File: src/rtl/dma_step_pkg.sv
package dma_step_pkg;

    typedef enum logic [1:0] {
        MODE_SEQ  = 2'b00,
        MODE_IDLE = 2'b01,
        MODE_RPT  = 2'b10,
        MODE_RSVD = 2'b11
    } mode_e;

    // Per-half stored control (pairing is kept per channel, outside this struct)
    typedef struct packed {
        logic  word;
        logic  down;
        mode_e mode;
    } cfg_t;

    localparam int CFG_W = 5;

    function automatic logic mode_moves(mode_e m);
        return (m == MODE_SEQ) || (m == MODE_RPT);
    endfunction

endpackage

File: src/rtl/dma_step_calc.sv
module dma_step_calc
    import dma_step_pkg::*;
#(
    parameter int ADDR_W = 24
) (
    input  cfg_t              cfg_i,
    input  logic [ADDR_W-1:0] addr_i,
    output logic [ADDR_W-1:0] next_o
);

    logic [ADDR_W-1:0] step;

    always_comb begin
        step = cfg_i.word ? ADDR_W'(2) : ADDR_W'(1);
        if (!mode_moves(cfg_i.mode)) begin
            next_o = addr_i;
        end else if (cfg_i.down) begin
            next_o = addr_i - step;
        end else begin
            next_o = addr_i + step;
        end
    end

endmodule

File: src/rtl/dma_strobe_route.sv
module dma_strobe_route #(
    parameter int NUM_CH = 2,
    localparam int NUM_HALF = 2 * NUM_CH,
    localparam int SEL_W = $clog2(NUM_HALF)
) (
    input  logic                xfer_stb,
    input  logic [SEL_W-1:0]    xfer_sel,
    input  logic                cfg_wr_en,
    input  logic [SEL_W-1:0]    cfg_wr_sel,
    input  logic                addr_wr_en,
    input  logic [SEL_W-1:0]    addr_wr_sel,
    input  logic [NUM_CH-1:0]   pair_i,
    output logic [NUM_HALF-1:0] step_en_o
);

    for (genvar h = 0; h < NUM_HALF; h++) begin : g_half
        logic picked;
        logic wr_hit;
        logic blocked;

        assign picked  = xfer_stb && (xfer_sel == SEL_W'(h));
        assign wr_hit  = (cfg_wr_en  && (cfg_wr_sel  == SEL_W'(h))) ||
                         (addr_wr_en && (addr_wr_sel == SEL_W'(h)));
        if (h % 2 == 1) begin : g_b
            assign blocked = pair_i[h/2];
        end else begin : g_a
            assign blocked = 1'b0;
        end
        assign step_en_o[h] = picked && !wr_hit && !blocked;
    end

endmodule

File: src/rtl/dma_addr_step.sv
module dma_addr_step
    import dma_step_pkg::*;
#(
    parameter int NUM_CH = 2,
    parameter int ADDR_W = 24,
    localparam int NUM_HALF = 2 * NUM_CH,
    localparam int SEL_W = $clog2(NUM_HALF)
) (
    input  logic                       clk,
    input  logic                       rst_n,
    input  logic                       cfg_wr_en,
    input  logic [SEL_W-1:0]           cfg_wr_sel,
    input  logic [CFG_W-1:0]           cfg_wr_data,
    input  logic                       addr_wr_en,
    input  logic [SEL_W-1:0]           addr_wr_sel,
    input  logic [ADDR_W-1:0]          addr_wr_data,
    input  logic                       xfer_stb,
    input  logic [SEL_W-1:0]           xfer_sel,
    output logic [NUM_HALF*ADDR_W-1:0] addr_o,
    output logic [NUM_HALF-1:0]        word_o
);

    typedef struct packed {
        logic [NUM_CH-1:0]                pair;
        cfg_t [NUM_HALF-1:0]              cfg;
        logic [NUM_HALF-1:0][ADDR_W-1:0]  addr;
    } state_t;

    state_t st_d, st_q;

    logic [NUM_HALF-1:0]             step_en;
    logic [NUM_HALF-1:0][ADDR_W-1:0] next_addr;
    cfg_t                            cfg_new;

    dma_strobe_route #(.NUM_CH(NUM_CH)) u_route (
        .xfer_stb    (xfer_stb),
        .xfer_sel    (xfer_sel),
        .cfg_wr_en   (cfg_wr_en),
        .cfg_wr_sel  (cfg_wr_sel),
        .addr_wr_en  (addr_wr_en),
        .addr_wr_sel (addr_wr_sel),
        .pair_i      (st_q.pair),
        .step_en_o   (step_en)
    );

    for (genvar h = 0; h < NUM_HALF; h++) begin : g_calc
        dma_step_calc #(.ADDR_W(ADDR_W)) u_calc (
            .cfg_i  (st_q.cfg[h]),
            .addr_i (st_q.addr[h]),
            .next_o (next_addr[h])
        );
        assign addr_o[h*ADDR_W +: ADDR_W] = st_q.addr[h];
        assign word_o[h]                  = st_q.cfg[h].word;
    end

    assign cfg_new = cfg_t'({cfg_wr_data[4:3], cfg_wr_data[1:0]});

    always_comb begin
        st_d = st_q;
        for (int h = 0; h < NUM_HALF; h++) begin
            if (step_en[h]) begin
                st_d.addr[h] = next_addr[h];
            end
            if (cfg_wr_en && (cfg_wr_sel == SEL_W'(h))) begin
                st_d.cfg[h] = cfg_new;
                if (h % 2 == 0) begin
                    st_d.pair[h/2] = cfg_wr_data[2];
                end
            end
            if (addr_wr_en && (addr_wr_sel == SEL_W'(h))) begin
                st_d.addr[h] = addr_wr_data;
            end
        end
    end

    always_ff @(posedge clk or negedge rst_n) begin
        if (!rst_n) begin
            st_q <= '0;
        end else begin
            st_q <= st_d;
        end
    end

endmodule

File: config.mk
export PLATFORM = sky130hd
export DESIGN_NAME = dma_addr_step
export DESIGN_NICKNAME = d
export VERILOG_FILES = /design/src/rtl/dma_step_pkg.sv /design/src/rtl/dma_step_calc.sv /design/src/rtl/dma_strobe_route.sv /design/src/rtl/dma_addr_step.sv
export SDC_FILE = /design/constraint.sdc
export NUM_CORES = 1
export LEC_CHECK = 0
export ABC_CLOCK_PERIOD_IN_PS = 4200
export BUFFER_PORTS_ARGS = -buffer_cell sky130_fd_sc_hd__buf_2
export CORE_MARGIN = 5
export CORE_UTILIZATION = 40
export CTS_BUF_LIST = sky130_fd_sc_hd__clkbuf_8 sky130_fd_sc_hd__clkbuf_16
export CTS_CLUSTER_DIAMETER = 200
export DETAILED_ROUTE_END_ITERATION = 16
export GPL_ROUTABILITY_DRIVEN = 0
export HOLD_SLACK_MARGIN = 0.15
export SYNTH_ARGS = -nofsm -noshare
export SYNTH_HDL_FRONTEND = slang
export SYNTH_SLANG_ARGS = --single-unit
File: constraint.sdc
create_clock -name clk -period 4.2 [get_ports clk]
set_input_delay 0.84 -clock clk [delete_from_list [all_inputs] [get_ports clk]]
set_output_delay 0.84 -clock clk [all_outputs]
set_load 0.05 [all_outputs]
==> metrics.csv <==
stage,metric,value,unit
clock_tree,CTS H-tree lvls,3,
clock_tree,clock buffer count from CTS,9,
layout,area grow syn2layout,5.62,%
synth,warnings from Yosys,0,
floorplan,die area,28700,um^2
sta,RSZ-0062 raised after global routing,false,
routing,via count,8864,
placed_design,input/output buffers,138,
clock_tree,CTS tree,done,
floorplan,Die Y,169,um
synth,"EDFF count, synth",0,
routing,final antenna-violating net count,0,
power_and_ir_drop,Seq pwr share,21.2,%
power_and_ir_drop,switching share of power,52.8,%
synth,Mapped Cells,1256,
routing,routed len/inst,18.7,um
floorplan,Ports,140,
sta,Hold Worst Slack,0.511,ns
layout,# fillers,2612,
grt,gr usage total,20.9,%
grt,GRT overflow,0,
sta,fin worst setup slack,0.759,ns
power_and_ir_drop,Internal,3.85,mW
synth,unique cell type count in the Yosys netlist,79,
layout,share of cells above drive strength 1,15.6,%
sta,Slew Limit Fails,0,
synth,top cell type's share of synthesized area,27.1,%
synth,register area share after synthesis,27.1,%
power_and_ir_drop,VDD IR max,0.000358,V
sta,final setup fails,0,
sta,final setup TNS,0,ns
layout,"commonest non-fill, non-tap cell in the layout",a21oi_1,
clock_tree,# Post-CTS Setup Buffers,0,
placed_design,area of placed instances,10400,um^2
routing,vias per cell,5.52,
layout,most frequent cells in the layout,"a21oi_1, buf_2, nand2_1",
power_and_ir_drop,Sw Pwr,4.32,mW
min_path,Hold WC Path Type,reg2reg,
worst_setup_path,Arrival @ worst endpoint,3.74,ns
clock_tree,Worst-path clk slew,0.08,ns
run_status,status,completed,
worst_setup_path,reg2reg path depth,13,
sta,final hold vios,0,
layout,final instance area,10700,um^2
synth,ys async rst share,100,%
clock_tree,# resized after CTS,0,
synth,Synth area leader,dfrtp_1,
floorplan,die width,169,um
power_and_ir_drop,combinational group share of total power,67.2,%
routing,DRT Wirelength,30.1,mm
synth,"FF+latch count, synth",110,
placed_design,placed cells,1589,
worst_setup_path,RR Endpoint,addr_o[70]$_DFFE_PN0P_,
sta,Least-Margin Pin Slew,1.21,ns
min_path,hold path startpoint,st_q[104]$_DFFE_PN0P_,
sta,period utilization,81.9,%
floorplan,Core Area,25100,um^2
grt,global-route wire length before repair,46.8,mm
synth,syn_area_per_cell,8.09,um^2
clock_tree,hold buffers post-CTS,0,
worst_setup_path,worst r2r src,word_o[2]$_DFFE_PN0P_,
power_and_ir_drop,Pwr per Cell Area,762,nW/um^2
routing,# DRC,0,
synth,mapped cell area,10200,um^2
routing,first-iteration detailed-routing DRC count,444,
routing,First-pass DRT Iterations,5,
worst_setup_path,Crit. End Element,register,
worst_setup_path,startpoint class of the critical path,register,
sta,Final min period,3.44,ns
worst_setup_path,CP max FO,4,
placed_design,pre-CTS setup slack,0.793,ns
clock_tree,clock tree buffer depth,2,
worst_setup_path,Worst EP required,4.50,ns
synth,ranking of synthesized cells by area,"dfrtp_1, ha_1, a21oi_1",
clock_tree,CTS sink count,110,
floorplan,Row Count,58,
sta,Slew HR,19.5,%
min_path,worst-case hold path end point,st_q[104]$_DFFE_PN0P_,
min_path,Hold Crit Depth,1,
grt,initial antenna violation count,4,
clock_tree,worst-skew pair later-pin latency,0.37,ns
sta,skew final,0.00806,ns
layout,# nets final,1406,
synth,Syn Nets,1392,
synth,Post-synth top flop,dfrtp_1,
worst_setup_path,Worst Setup Path Type,reg2reg,
worst_setup_path,r2r setup slk,0.76,ns
layout,"Core Util, Final",42.7,%
power_and_ir_drop,Clock Power Share,11.6,%
sta,FMAX,291,MHz
grt,largest net degree at the start of global routing,65,
floorplan,Initial Util,40.4,%
layout,Final Non-Filler Cells,1607,
power_and_ir_drop,"Power, Total",8.17,mW
grt,vias in the first global route,8487,
power_and_ir_drop,Static Leak,4.91,nW
clock_tree,clk root buf,clkbuf_16,
job,max-cap viol count,0,
placed_design,HPWL after detailed placement,22.1,mm
cells by family after synthesis:
group	Yosys count	synth area share (%)
flops	110	27.1
mux	31	3.36
fa+ha+maj	96	12.1
simple gates	375	16.7
compound gates	396	24.0
xor+xnor	73	6.30
buf+inv	175	10.5
power groups by stage:
stage / sequential [mW] / combinational, mW / clock [mW]
finish: 1.73 / 5.49 / 0.948
global route: 1.78 / 6.05 / 1.01
CTS: 1.73 / 5.49 / 0.978
detailed placement: 1.75 / 5.47 / 0
global placement: 1.75 / 5.43 / 0
floorplan: 1.66 / 4.90 / 0
synth_stat cells, drive strengths merged, types with 4 or more instances:
cell type,instances
o31ai,6
inv,27
nand2,131
nor3b,5
and3,13
fa,4
o211ai,4
nor2,120
mux2i,15
buf,107
a21oi,158
o21bai,13
nor3,25
xor2,32
or3,6
nor2b,9
a211oi,11
nand3b,4
clkbuf,39
and2,5
a21o,29
dfrtp,110
nand2b,13
nand4,6
a31oi,17
xnor2,41
o21a,15
ha,92
nand3,25
o21ai,100
a2111oi,5
mux2,15
o41ai,7
worst max-delay path: stages (launching register included):
cell	delay, ns
dfrtp_1	0.41
inv_1	0.07
ha_1	0.16
inv_1	0.06
fa_1	0.41
a21o_1	0.21
a211oi_1	0.31
o31ai_1	0.13
a311o_1	0.41
a31oi_1	0.36
nor3_1	0.11
o31ai_1	0.25
mux2_2	0.37
a21oi_1	0.12
final cells by class:
cell class / instances / area (um^2) / share of cell area, %
clock buffers: 11 / 253 / 2.36
clock inverters: 5 / 57.6 / 0.537
diodes: 2 / 5.00 / 0.0467
well taps: 330 / 413 / 3.85
multi-input cells: 971 / 6350 / 59.2
flip-flops and latches: 110 / 2750 / 25.7
repair buffers: 151 / 791 / 7.37
inverters: 27 / 101 / 0.945
metal layers:
metal	part of all wire [%]	track usage (%)	vias to the layer above
met4	2.4	6.02	6
met2	46	34.3	194
li1	-	-	4435
met5	0.12	0	-
met1	46	27.8	4193
met3	5.9	4.50	36
how the worst max path moves through the flow:
stage | cells past startpoint | to | start | slack, ns
5_1_grt | 11 | addr_o[42]$_DFFE_PN0P_ | st_q[102]$_DFFE_PN0P_ | 0.51
3_5_place_dp | 13 | addr_o[70]$_DFFE_PN0P_ | addr_o[48]$_DFFE_PN0P_ | 0.79
6_report | 13 | addr_o[70]$_DFFE_PN0P_ | word_o[2]$_DFFE_PN0P_ | 0.76
4_1_cts | 13 | addr_o[70]$_DFFE_PN0P_ | addr_o[48]$_DFFE_PN0P_ | 0.76
2_1_floorplan | 12 | addr_o[70]$_DFFE_PN0P_ | st_q[106]$_DFFE_PN0P_ | 0.84
3_3_place_gp | 13 | addr_o[70]$_DFFE_PN0P_ | word_o[2]$_DFFE_PN0P_ | 0.81
sequential cells by signal (all words and copies together), names as in the netlist:
register / flops
addr_o: 96
word_o: 4
st_q: 10
No activity file was read; power rests on OpenSTA's default activity.
